--- config.mk ---
export PLATFORM = sky130hd
export DESIGN_NAME = gpio_evt_det
export DESIGN_NICKNAME = d
export VERILOG_FILES = /design/src/rtl/gpio_evt_pkg.sv /design/src/rtl/evt_cfg.sv /design/src/rtl/evt_trig.sv /design/src/rtl/evt_status.sv /design/src/rtl/gpio_evt_det.sv
export SDC_FILE = /design/constraint.sdc
export NUM_CORES = 1
export LEC_CHECK = 0
export ABC_AREA = 1
export BUFFER_PORTS_ARGS = -buffer_cell sky130_fd_sc_hd__buf_2
export CAP_MARGIN = 40
export CORE_MARGIN = 8
export CORE_UTILIZATION = 52
export DETAILED_ROUTE_END_ITERATION = 10
export PLACE_DENSITY = 0.85
export SYNTH_ARGS = -nofsm -noshare
export SYNTH_HDL_FRONTEND = slang
export SYNTH_SLANG_ARGS = --single-unit
--- constraint.sdc ---
create_clock -name clk_i -period 1.15 [get_ports clk_i]
set_input_delay 0.115 -clock clk_i [delete_from_list [all_inputs] [get_ports clk_i]]
set_output_delay 0.115 -clock clk_i [all_outputs]
set_load 0.01 [all_outputs]
--- src/rtl/gpio_evt_pkg.sv ---
package gpio_evt_pkg;
  typedef enum logic [2:0] {
    SEL_MODE     = 3'd0,
    SEL_DUAL     = 3'd1,
    SEL_EN       = 3'd2,
    SEL_EN_SET   = 3'd3,
    SEL_EN_CLR   = 3'd4,
    SEL_STAT_W1C = 3'd5
  } wsel_e;
endpackage

--- src/rtl/evt_cfg.sv ---
module evt_cfg
  import gpio_evt_pkg::*;
#(
  parameter int unsigned N = 32
) (
  input  logic         clk_i,
  input  logic         rst_ni,
  input  logic         wr_en_i,
  input  logic [2:0]   wr_sel_i,
  input  logic [N-1:0] wr_data_i,
  output logic [N-1:0] mode_o,
  output logic [N-1:0] dual_o,
  output logic [N-1:0] en_o,
  output logic [N-1:0] clr_o
);
  wsel_e sel;
  assign sel = wsel_e'(wr_sel_i);

  logic [N-1:0] mode_q, dual_q, en_q;

  always_ff @(posedge clk_i or negedge rst_ni) begin
    if (!rst_ni) begin
      mode_q <= '0;
      dual_q <= '0;
      en_q   <= '0;
    end else if (wr_en_i) begin
      case (sel)
        SEL_MODE:   mode_q <= wr_data_i;
        SEL_DUAL:   dual_q <= wr_data_i;
        SEL_EN:     en_q   <= wr_data_i;
        SEL_EN_SET: en_q   <= en_q | wr_data_i;
        SEL_EN_CLR: en_q   <= en_q & ~wr_data_i;
        default: ;
      endcase
    end
  end

  assign clr_o  = (wr_en_i && sel == SEL_STAT_W1C) ? wr_data_i : '0;
  assign mode_o = mode_q;
  assign dual_o = dual_q;
  assign en_o   = en_q;

  p_en_set_r8: assert property (@(posedge clk_i) disable iff (!rst_ni)
    (wr_en_i && wr_sel_i == 3'd3) |=> ((en_q & $past(wr_data_i)) == $past(wr_data_i)));
  p_en_clr_r8: assert property (@(posedge clk_i) disable iff (!rst_ni)
    (wr_en_i && wr_sel_i == 3'd4) |=> ((en_q & $past(wr_data_i)) == '0));
  p_unused_code_r11: assert property (@(posedge clk_i) disable iff (!rst_ni)
    (wr_en_i && wr_sel_i[2:1] == 2'b11) |=> ($stable(en_q) && $stable(mode_q) && $stable(dual_q)));
endmodule

--- src/rtl/evt_trig.sv ---
module evt_trig #(
  parameter int unsigned N = 32
) (
  input  logic [N-1:0] din_i,
  input  logic [N-1:0] chg_i,
  input  logic [N-1:0] mode_i,
  input  logic [N-1:0] dual_i,
  output logic [N-1:0] trig_o
);
  for (genvar i = 0; i < N; i++) begin : g_pin
    logic lvl_hit, edge_hit;
    assign lvl_hit  = !mode_i[i] && din_i[i];
    // edge mode: rising always, falling only with dual-edge
    assign edge_hit = mode_i[i] && chg_i[i] && (din_i[i] || dual_i[i]);
    assign trig_o[i] = lvl_hit || edge_hit;
  end
endmodule

--- src/rtl/evt_status.sv ---
module evt_status #(
  parameter int unsigned N = 32
) (
  input  logic         clk_i,
  input  logic         rst_ni,
  input  logic [N-1:0] trig_i,
  input  logic [N-1:0] clr_i,
  input  logic [N-1:0] en_i,
  output logic [N-1:0] status_o,
  output logic         irq_o
);
  logic [N-1:0] status_q;
  logic         irq_q;

  always_ff @(posedge clk_i or negedge rst_ni) begin
    if (!rst_ni) begin
      status_q <= '0;
      irq_q    <= 1'b0;
    end else begin
      status_q <= (status_q & ~clr_i) | trig_i;  // new event beats clear
      irq_q    <= |(status_q & en_i);
    end
  end

  assign status_o = status_q;
  assign irq_o    = irq_q;

  p_capture_r7: assert property (@(posedge clk_i) disable iff (!rst_ni)
    1'b1 |=> ((status_q & $past(trig_i)) == $past(trig_i)));
  p_sticky_r6: assert property (@(posedge clk_i) disable iff (!rst_ni)
    1'b1 |=> (($past(status_q) & ~$past(clr_i) & ~status_q) == '0));
  p_irq_rise_r4: assert property (@(posedge clk_i) disable iff (!rst_ni)
    (|(status_q & en_i)) |=> irq_q);
  p_irq_fall_r4: assert property (@(posedge clk_i) disable iff (!rst_ni)
    (!(|(status_q & en_i))) |=> !irq_q);
endmodule

--- src/rtl/gpio_evt_det.sv ---
module gpio_evt_det #(
  parameter int unsigned N = 32
) (
  input  logic         clk_i,
  input  logic         rst_ni,
  input  logic [N-1:0] din_i,
  input  logic [N-1:0] chg_i,
  input  logic         wr_en_i,
  input  logic [2:0]   wr_sel_i,
  input  logic [N-1:0] wr_data_i,
  output logic [N-1:0] status_o,
  output logic [N-1:0] en_o,
  output logic         irq_o
);
  logic [N-1:0] mode, dual, en, clr, trig;

  evt_cfg #(.N(N)) u_cfg (
    .clk_i, .rst_ni, .wr_en_i, .wr_sel_i, .wr_data_i,
    .mode_o(mode), .dual_o(dual), .en_o(en), .clr_o(clr)
  );

  evt_trig #(.N(N)) u_trig (
    .din_i, .chg_i, .mode_i(mode), .dual_i(dual), .trig_o(trig)
  );

  evt_status #(.N(N)) u_stat (
    .clk_i, .rst_ni, .trig_i(trig), .clr_i(clr), .en_i(en),
    .status_o, .irq_o
  );

  assign en_o = en;

  p_level_r1: assert property (@(posedge clk_i) disable iff (!rst_ni)
    1'b1 |=> ((status_o & $past(din_i & ~mode)) == $past(din_i & ~mode)));
endmodule

======== Yosys cells after proc, flatten, opt, wreduce, memory -nomap -nowiden ========
Cells that the tools add are included.
word-level totals
  register bits ........................... 129
  input port bits ......................... 102
  output and inout bits ................... 65
  word-level logic and storage cells ...... 218
operators by class
  equality and inequality tests ........... 5
  multiplexer cells ....................... 2
  bitwise logic cells ..................... 7
  reduce and logical (&&, ||, !) cells .... 199
operators by type and width
  kind                number
  $logic_and 1x1->1   97
  $and 32x32->32      3
  $pmux 32 s3         1
  $logic_or 1x1->1    64
  $not 32->32         2
  $or 32x32->32       2
  $logic_not 1->1     32
  $mux 32             1
  $reduce_or 32->1    1
  $eq 3x2->1 const B  2
  $eq 3x3->1 const B  2
  $reduce_and 2->1    3
  $eq 3x1->1 const B  1
  $logic_not 3->1     1
  $reduce_bool 3->1   1

======== Longest topological paths before layout ========
Gate-level depths: netlist (run 1).
  word-level depth ........................ 6
  gate-level depth with buffers ........... 8

======== By module ========
Synthesis (run 1) repeated with hierarchy kept, for this count alone.
unflattened totals
  cells, all modules ...................... 877
  area, all modules ....................... 6,501.2 um2
modules (own cells, without submodules)
  module      area an instance (um2)  cells each  seq. area each (um2)  times used
  evt_cfg     4,237.8                 493         2,402.3               1
  evt_status  1,422.6                 160         825.8                 1
  evt_trig    840.8                   224         0.0                   1

======== Worst setup path after synthesis (run 1) ========
OpenSTA, ideal clock, no wires.
  path kind ............................... reg2reg
  from .................................... register u_cfg.en_q[26] (netlist: u_cfg.en_o[26])
  to ...................................... register u_stat.irq_q (netlist: u_stat.irq_o)
  arrival time ............................ 792 ps
  cell stages (with the launch flop) ...... 7
  data required time ...................... 1,031 ps
  period minus slack after synthesis ...... 911 ps
  slack ................................... 239 ps
  cells stage by stage .................... dfrtp_1 nand2_1 nand2_1 nor2_1 nand2_1 nor2_1 nand2_1
between the ends
  longest elaborated chain between the ends .. 2
RTL lines
  item                    line              RTL
  start, declared         evt_cfg.sv:19     logic [N-1:0] mode_q, dual_q, en_q;
  start signal, assigned  evt_cfg.sv:30     SEL_EN: en_q <= wr_data_i;
  start signal, assigned  evt_cfg.sv:31     SEL_EN_SET: en_q <= en_q | wr_data_i;
  start signal, assigned  evt_cfg.sv:32     SEL_EN_CLR: en_q <= en_q & ~wr_data_i;
  $and 32x32->32          evt_status.sv:21  irq_q <= |(status_q & en_i);
  $reduce_or 32->1        evt_status.sv:21
  end signal, assigned    evt_status.sv:21
  end, declared           evt_status.sv:13  logic irq_q;
Every way passes these cells.
A chain may end at the register's enable or synchronous reset.

======== Worst setup path in the final report (run 1) ========
  from .................................... register u_stat.status_q[27] (netlist: u_stat.status_o[27])
  to ...................................... register u_stat.irq_q (netlist: u_stat.irq_o)
between the ends
  longest elaborated chain between the ends .. 2
RTL lines
  item                    line              RTL
  start, declared         evt_status.sv:12  logic [N-1:0] status_q;
  start signal, assigned  evt_status.sv:20  status_q <= (status_q & ~clr_i) | trig_i;
  $and 32x32->32          evt_status.sv:21
  $reduce_or 32->1        evt_status.sv:21
Every way passes these cells.

==> flow_metrics.py, run 1 <==
metrics = {
    "sta": {
        "max_slew_margin_pct": 62.9,
        "finalCriticalPeriod_ps": 1270,
        "setup_viol": 56,
        "rsz0062_at_grt": "true",
        "post-route-period-util_pct": 110,
        "slew_violations": 0,
        "setup_slack_ps": -117,
        "setup-tns-final_ps": -1490,
        "worst_slew_pin_slew_ps": 551,
        "max_freq_mhz": 790,
        "fin_skew_ps": 11.9,
        "hold_viol": 0,
    },
    "power": {
        "irDropWorstVdd_mv": 0.921,
        "leakage_nw": 4.59,
        "p_total_mw": 13.9,
        "pwr_density_cell_mw_per_mm2": 1520,
    },
    "route": {
        "drtAntennaViolNets": 0,
        "initialDrtViolationCount": 728,
        "vias": 6610,
        "drtPass1Iterations": 5,
        "wl_per_cell_um": 18.3,
        "wirelength_um": 21900,
        "routed_via_density": 5.50,
        "drc": 0,
    },
    "global_route": {
        "overflow": 0,
        "grt_pass1_vias": 6977,
        "grt_pass1_wl_um": 33800,
        "grt_max_degree": 45,
        "groute.usage.overall_pct": 28.7,
        "antenna_found_initial": 2,
    },
    "run": {
        "drv_cap": 0,
    },
    "clocking": {
        "clk_pin_slew_ps": 70,
        "clk_latency_ps": 520,
        "clock-root-buffer": "clkbuf_8",
        "cts_tree": "yes",
        "cts_sinks": 129,
        "clock_path_buffers": 2,
        "cts_made_buffers": 17,
        "htreeDepth": 4,
    },
    "place": {
        "io_buffers": 166,
        "placed_area_sq_mm": 0.00695,
        "dp_cells": 1017,
        "dpl.hpwl_um": 11500,
        "place.gp.congestion": 0.842,
        "dp_slack_ps": -2.01,
    },
    "setup_path": {
        "rr_startpoint": "u_stat.status_o[27]",
        "critical_path_peak_fanout": 2,
        "critPathLaunch": "u_stat.status_o[27]",
        "critPathCapture": "u_stat.irq_o",
        "critPathCaptureType": "flop",
        "reg2reg_to": "u_stat.irq_o",
        "critPathLaunchType": "flop",
        "cp.arrival_ps": 1670,
        "ff2ff_setup_slack_ps": -120,
        "reg2reg_depth": 7,
        "path_class": "reg2reg",
        "required_ps": 1550,
    },
    "yosys": {
        "postSynthAreaPerCell_sq_um": 8.14,
        "ys_ff_latch": 129,
        "synth_fp_nets": 819,
        "ys_seq_area_share_pct": 55.3,
        "synth-adder-area-share_pct": 0,
        "synth_top_family_by_area": "simple AND/OR/NAND/NOR gates",
        "netlist_instances": 717,
        "ys_warn_count": 0,
        "synth-simple-area-share_pct": 22.2,
        "synth.mux.area_fraction_pct": 0,
        "synth_cell_types": 16,
        "synth_compound_area_share_pct": 14.3,
        "synth_xor_area_share_pct": 0,
        "synth_area_sq_mm": 0.00583,
    },
    "die": {
        "die_h_um": 122,
        "fp.coreArea_sq_mm": 0.0109,
        "fp.dieArea_sq_mm": 0.0149,
        "die_w_um": 122,
        "num_rows": 38,
        "io_pins": 167,
        "start_util_pct": 53.6,
    },
    "cells_and_area": {
        "fin_cells": 1201,
        "area_delta_synth_final_pct": 56.3,
        "final_area_sq_mm": 0.00912,
        "nNetsFinal": 1146,
        "drive_above_1_share_pct": 28.6,
    },
    "outcome": {
        "status": "finished, violations left",
        "violations": "setup timing",
    },
    "min_path": {
        "hp-class": "in2async",
    },
}
==> Yosys cell counts <==
| master | number | area, sq um |
|---|---|---|
| a21oi_1 | 32 | 160 |
| nand2_2 | 4 | 25.0 |
| nand3_1 | 32 | 160 |
| nand2_1 | 250 | 938 |
| inv_2 | 1 | 3.75 |
| o21ai_0 | 75 | 375 |
| buf_6 | 12 | 135 |
| inv_1 | 68 | 255 |
| nor2_1 | 43 | 161 |
| o21ai_1 | 47 | 235 |
| nor2_2 | 2 | 12.5 |
| clkbuf_2 | 3 | 15.0 |
| o21ai_2 | 7 | 61.3 |
| dfrtp_1 | 129 | 3230 |
| buf_2 | 9 | 45.0 |
| buf_4 | 3 | 22.5 |
==> cell usage in the layout (no fill, tap or decap), types with 4 or more instances in the layout <==
| cell type | n |
|---|---|
| a21oi_1 | 32 |
| buf_12 | 13 |
| buf_2 | 136 |
| buf_4 | 56 |
| buf_6 | 33 |
| clkbuf_16 | 16 |
| clkinvlp_4 | 4 |
| dfrtp_1 | 129 |
| diode_2 | 4 |
| dlygate4sd3_1 | 97 |
| inv_1 | 68 |
| inv_6 | 4 |
| nand2_1 | 238 |
| nand2_2 | 16 |
| nand3_1 | 32 |
| nor2_1 | 36 |
| nor2_2 | 7 |
| o21ai_0 | 75 |
| o21ai_1 | 47 |
| o21ai_2 | 7 |
==> worst max-delay path: stages (launching register included) <==
cell,delay [ps]
dfrtp_1,400
buf_4,150
nand2_1,150
nand2_2,120
nor2_4,110
nand2_2,70
nor2_2,100
nand2_1,50
==> power breakdown <==
group | switching (mW) | internal (mW) | leakage [nW] | total, mW
clock network | 2.17 | 2.96 | 0.262 | 5.12
registers | 0.525 | 5.19 | 1.50 | 5.72
logic | 1.57 | 1.48 | 2.82 | 3.05
==> flip-flops by register name, summed over array words and instances (netlist names) <==
register / cells
u_stat.status_o: 32
u_cfg.en_o: 32
u_cfg.dual_o: 32
u_stat.irq_o: 1
u_cfg.mode_o: 32
==> metal layers <==
metal / vias to the layer above / global-route usage (%) / routed length (um) / part of all wire, %
met5: - / 0 / 0 / 0
met4: 0 / 18.4 / 1110 / 5.0
met3: 120 / 6.80 / 1850 / 8.4
met2: 459 / 49.3 / 11200 / 51
met1: 3089 / 31.5 / 7740 / 35
li1: 2942 / - / - / -
==> timing repair <==
action	4_1_cts	5_1_grt
endpoints found under the hold margin	257	0
resized for setup	10	44
buffers inserted	48	5
pin swaps	1	17
hold buffers	97	0
endpoints found under the setup margin	65	66
==> per-stage QoR <==
| step | util, % | hold slack (ps) |
|---|---|---|
| finish | 83.8 | 15.8 |
| global route | 83.7 | 19.9 |
| CTS | 81.5 | 5.64 |
| detailed placement | 63.8 | 17.4 |
| global placement | 63.8 | 15.6 |
| floorplan | - | -181 |
==> cell type report <==
type	instances	area (sq um)
Clock buffer	19	432
Multi-Input combinational cell	492	2190
Sequential cell	129	3230
Clock inverter	13	126
Antenna cell	4	10.0
Fill cell	555	1770
Timing Repair Buffer	335	2700
Tap cell	140	175
Inverter	69	259
==> worst min-delay path by stage <==
stage	from	to	slack, ps
4_1_cts	rst_ni	u_cfg.dual_o[2]	6
3_3_place_gp	rst_ni	u_cfg.dual_o[2]	20
5_1_grt	rst_ni	u_cfg.dual_o[31]	20
3_5_place_dp	rst_ni	u_cfg.en_o[30]	20
6_report	rst_ni	u_cfg.dual_o[2]	20
2_1_floorplan	rst_ni	u_cfg.dual_o[0]	-180
==> logic make-up (layout without fill, tap and decap cells) <==
family | after synthesis | count (layout)
compound gates | 161 | 161
buf+inv | 96 | 436
flops | 129 | 129
other cells | 0 | 4
simple gates | 331 | 331
Note: power is estimated with default switching activity, not from simulation.
==> run 2, diff against run 1 <==
ABC_AREA = 0   (was 1)
BUFFER_PORTS_ARGS = not set   (was -buffer_cell sky130_fd_sc_hd__buf_2)
CORE_UTILIZATION = 60   (was 52)
CTS_CLUSTER_DIAMETER = 80   (was not set)
DONT_BUFFER_PORTS = 1   (was not set)
PLACE_DENSITY = 0.81   (was 0.85)
==> flow_metrics.py, run 2 <==
metrics = {
    "yosys": {
        "ys_ff_latch": 129,
        "ys_warn_count": 0,
        "synth_fp_nets": 579,
        "synth_top_cell_area_share_pct": 55.0,
        "synth.mux.area_fraction_pct": 12.3,
        "synth_most_common_cell": "dfrtp_1",
        "synth-simple-area-share_pct": 10.6,
        "yosysTopAreaCell": "dfrtp_1",
        "synth_area_sq_mm": 0.00587,
        "synth_cell_types": 25,
        "netlist_instances": 477,
        "synth-adder-area-share_pct": 0,
        "ys_seq_area_share_pct": 55.0,
        "synth_xor_area_share_pct": 0,
        "synth_compound_area_share_pct": 19.2,
        "async_reset_ff_share_pct": 100,
        "yosys-top-cells-count": "dfrtp_1 (129), mux2_2 (59), a21oi_1 (34)",
        "synth_top_family_by_area": "compound AO/OA/AOI/OAI gates",
        "synth_ff_type": "dfrtp_1",
        "synth_edf_count": 0,
        "synth_area_leaders": "dfrtp_1 (55%), mux2_2 (11%), o2bb2ai_1 (4.8%)",
        "postSynthAreaPerCell_sq_um": 12.3,
    },
    "place": {
        "dp_slack_ps": -375,
        "dp_cells": 655,
        "place.gp.congestion": 0.819,
        "placed_area_sq_mm": 0.00672,
        "dpl.hpwl_um": 11400,
        "io_buffers": 0,
    },
    "cells_and_area": {
        "final_area_sq_mm": 0.00864,
        "layout_commonest_cell": "dfrtp_1",
        "utilization_pct": 89.6,
        "drive_above_1_share_pct": 27.1,
        "final_cell_mix": "dfrtp_1 (129), dlygate4sd3_1 (98), buf_6 (66)",
        "fin_cells": 799,
        "area_delta_synth_final_pct": 47.1,
        "nNetsFinal": 749,
    },
    "sta": {
        "worst_slew_pin_slew_ps": 397,
        "post-route-period-util_pct": 126,
        "slew_violations": 0,
        "fin_skew_ps": 6.28,
        "max_freq_mhz": 688,
        "setup_viol": 65,
        "setup_slack_ps": -304,
        "max_slew_margin_pct": 73.5,
        "hold_viol": 129,
        "fin_hold_ws_ps": -732,
        "finalCriticalPeriod_ps": 1450,
        "rsz0062_at_grt": "true",
        "setup-tns-final_ps": -3100,
    },
    "clocking": {
        "clock-root-buffer": "clkbuf_8",
        "cts_sinks": 129,
        "htreeDepth": 4,
        "clock_path_buffers": 2,
        "clk_latency_ps": 540,
        "cts_hold_buf": 101,
        "cts_tree": "yes",
        "clk_pin_slew_ps": 60,
        "cts_made_buffers": 17,
    },
    "outcome": {
        "status": "finished, violations left",
        "violations": "hold timing, setup timing",
    },
    "setup_path": {
        "critPathCaptureType": "flop",
        "critical_path_peak_fanout": 2,
        "critPathLaunchType": "flop",
        "critPathLaunch": "u_stat.status_o[5]",
        "reg2reg_to": "u_stat.irq_o",
        "cp.arrival_ps": 1860,
        "required_ps": 1560,
        "ff2ff_setup_slack_ps": -300,
        "path_class": "reg2reg",
        "reg2reg_depth": 3,
        "rr_startpoint": "u_stat.status_o[5]",
    },
    "power": {
        "leakage_nw": 3.70,
        "pwr_density_cell_mw_per_mm2": 1620,
        "p_total_mw": 14.0,
        "irDropWorstVdd_mv": 1.29,
    },
    "route": {
        "initialDrtViolationCount": 440,
        "routed_via_density": 6.39,
        "wl_met3_um": 2150,
        "wirelength_um": 22200,
        "vias": 5105,
        "top_layer": "met4",
        "wl_met1_um": 7410,
        "drtAntennaViolNets": 0,
        "drtPass1Iterations": 5,
        "drc": 0,
        "wl_met2_um": 11600,
        "wl_per_cell_um": 27.8,
    },
    "global_route": {
        "grt_pass1_wl_um": 33000,
        "groute.usage.overall_pct": 33.9,
        "grt_max_degree": 130,
        "grt_pass1_vias": 5625,
        "overflow": 0,
        "antenna_found_initial": 3,
    },
    "die": {
        "die_h_um": 115,
        "die_w_um": 115,
        "fp.dieArea_sq_mm": 0.0132,
        "fp.coreArea_sq_mm": 0.00964,
        "start_util_pct": 60.9,
        "io_pins": 167,
        "num_rows": 36,
    },
    "run": {
        "drv_cap": 0,
    },
    "min_path": {
        "hp-class": "in2async",
    },
}
==> run 2: layout make-up <==
type	instances	area (sq um)
multi-input combinational	319	2720
fill	398	1000
clock inverter	5	50.0
sequential	129	3230
timing repair buffer	180	1950
tap	133	166
clock buffer	27	502
antenna	6	15.0
==> run 2: how the worst max path moves through the flow <==
stage | endpoint | cells past startpoint | slack, ps
finish | u_stat.irq_o | 3 | -300
global route | u_stat.irq_o | 3 | -350
CTS | u_stat.irq_o | 3 | -300
detailed placement | u_stat.irq_o | 3 | -380
global placement | u_stat.irq_o | 3 | -380
floorplan | u_stat.irq_o | 3 | -170
==> run 2: routing by layer <==
layer	track usage [%]	up-vias
li1	-	2127
met4	20.0	0
met3	13.8	96
met5	0	-
met1	33.9	2561
met2	58.5	321
==> run 2: cells by family after synthesis <==
logic type / count (synthesis)
AND/OR/NAND/NOR: 109
flip-flops: 129
buffers and inverters: 29
multiplexers: 64
AO/OA/AOI/OAI: 146
==> run 2: timing repair <==
item	in CTS	in global routing
endpoints found under the setup margin	65	125
pin swaps	3	3
buffers inserted	1	2
resized for setup	67	4
cloned	0	1
hold endpoints to repair	257	132
==> run 2: power by group <==
part	switching (mW)	internal, mW	total, mW
Combinational	1.19	1.81	3.00
Clock	1.92	3.14	5.06
Sequential	0.616	5.28	5.90
==> run 2: critical path, stage by stage (launching register included) <==
cell	delay (ps)
dfrtp_1	410
a22oi_2	270
nand4_1	160
or4_1	480
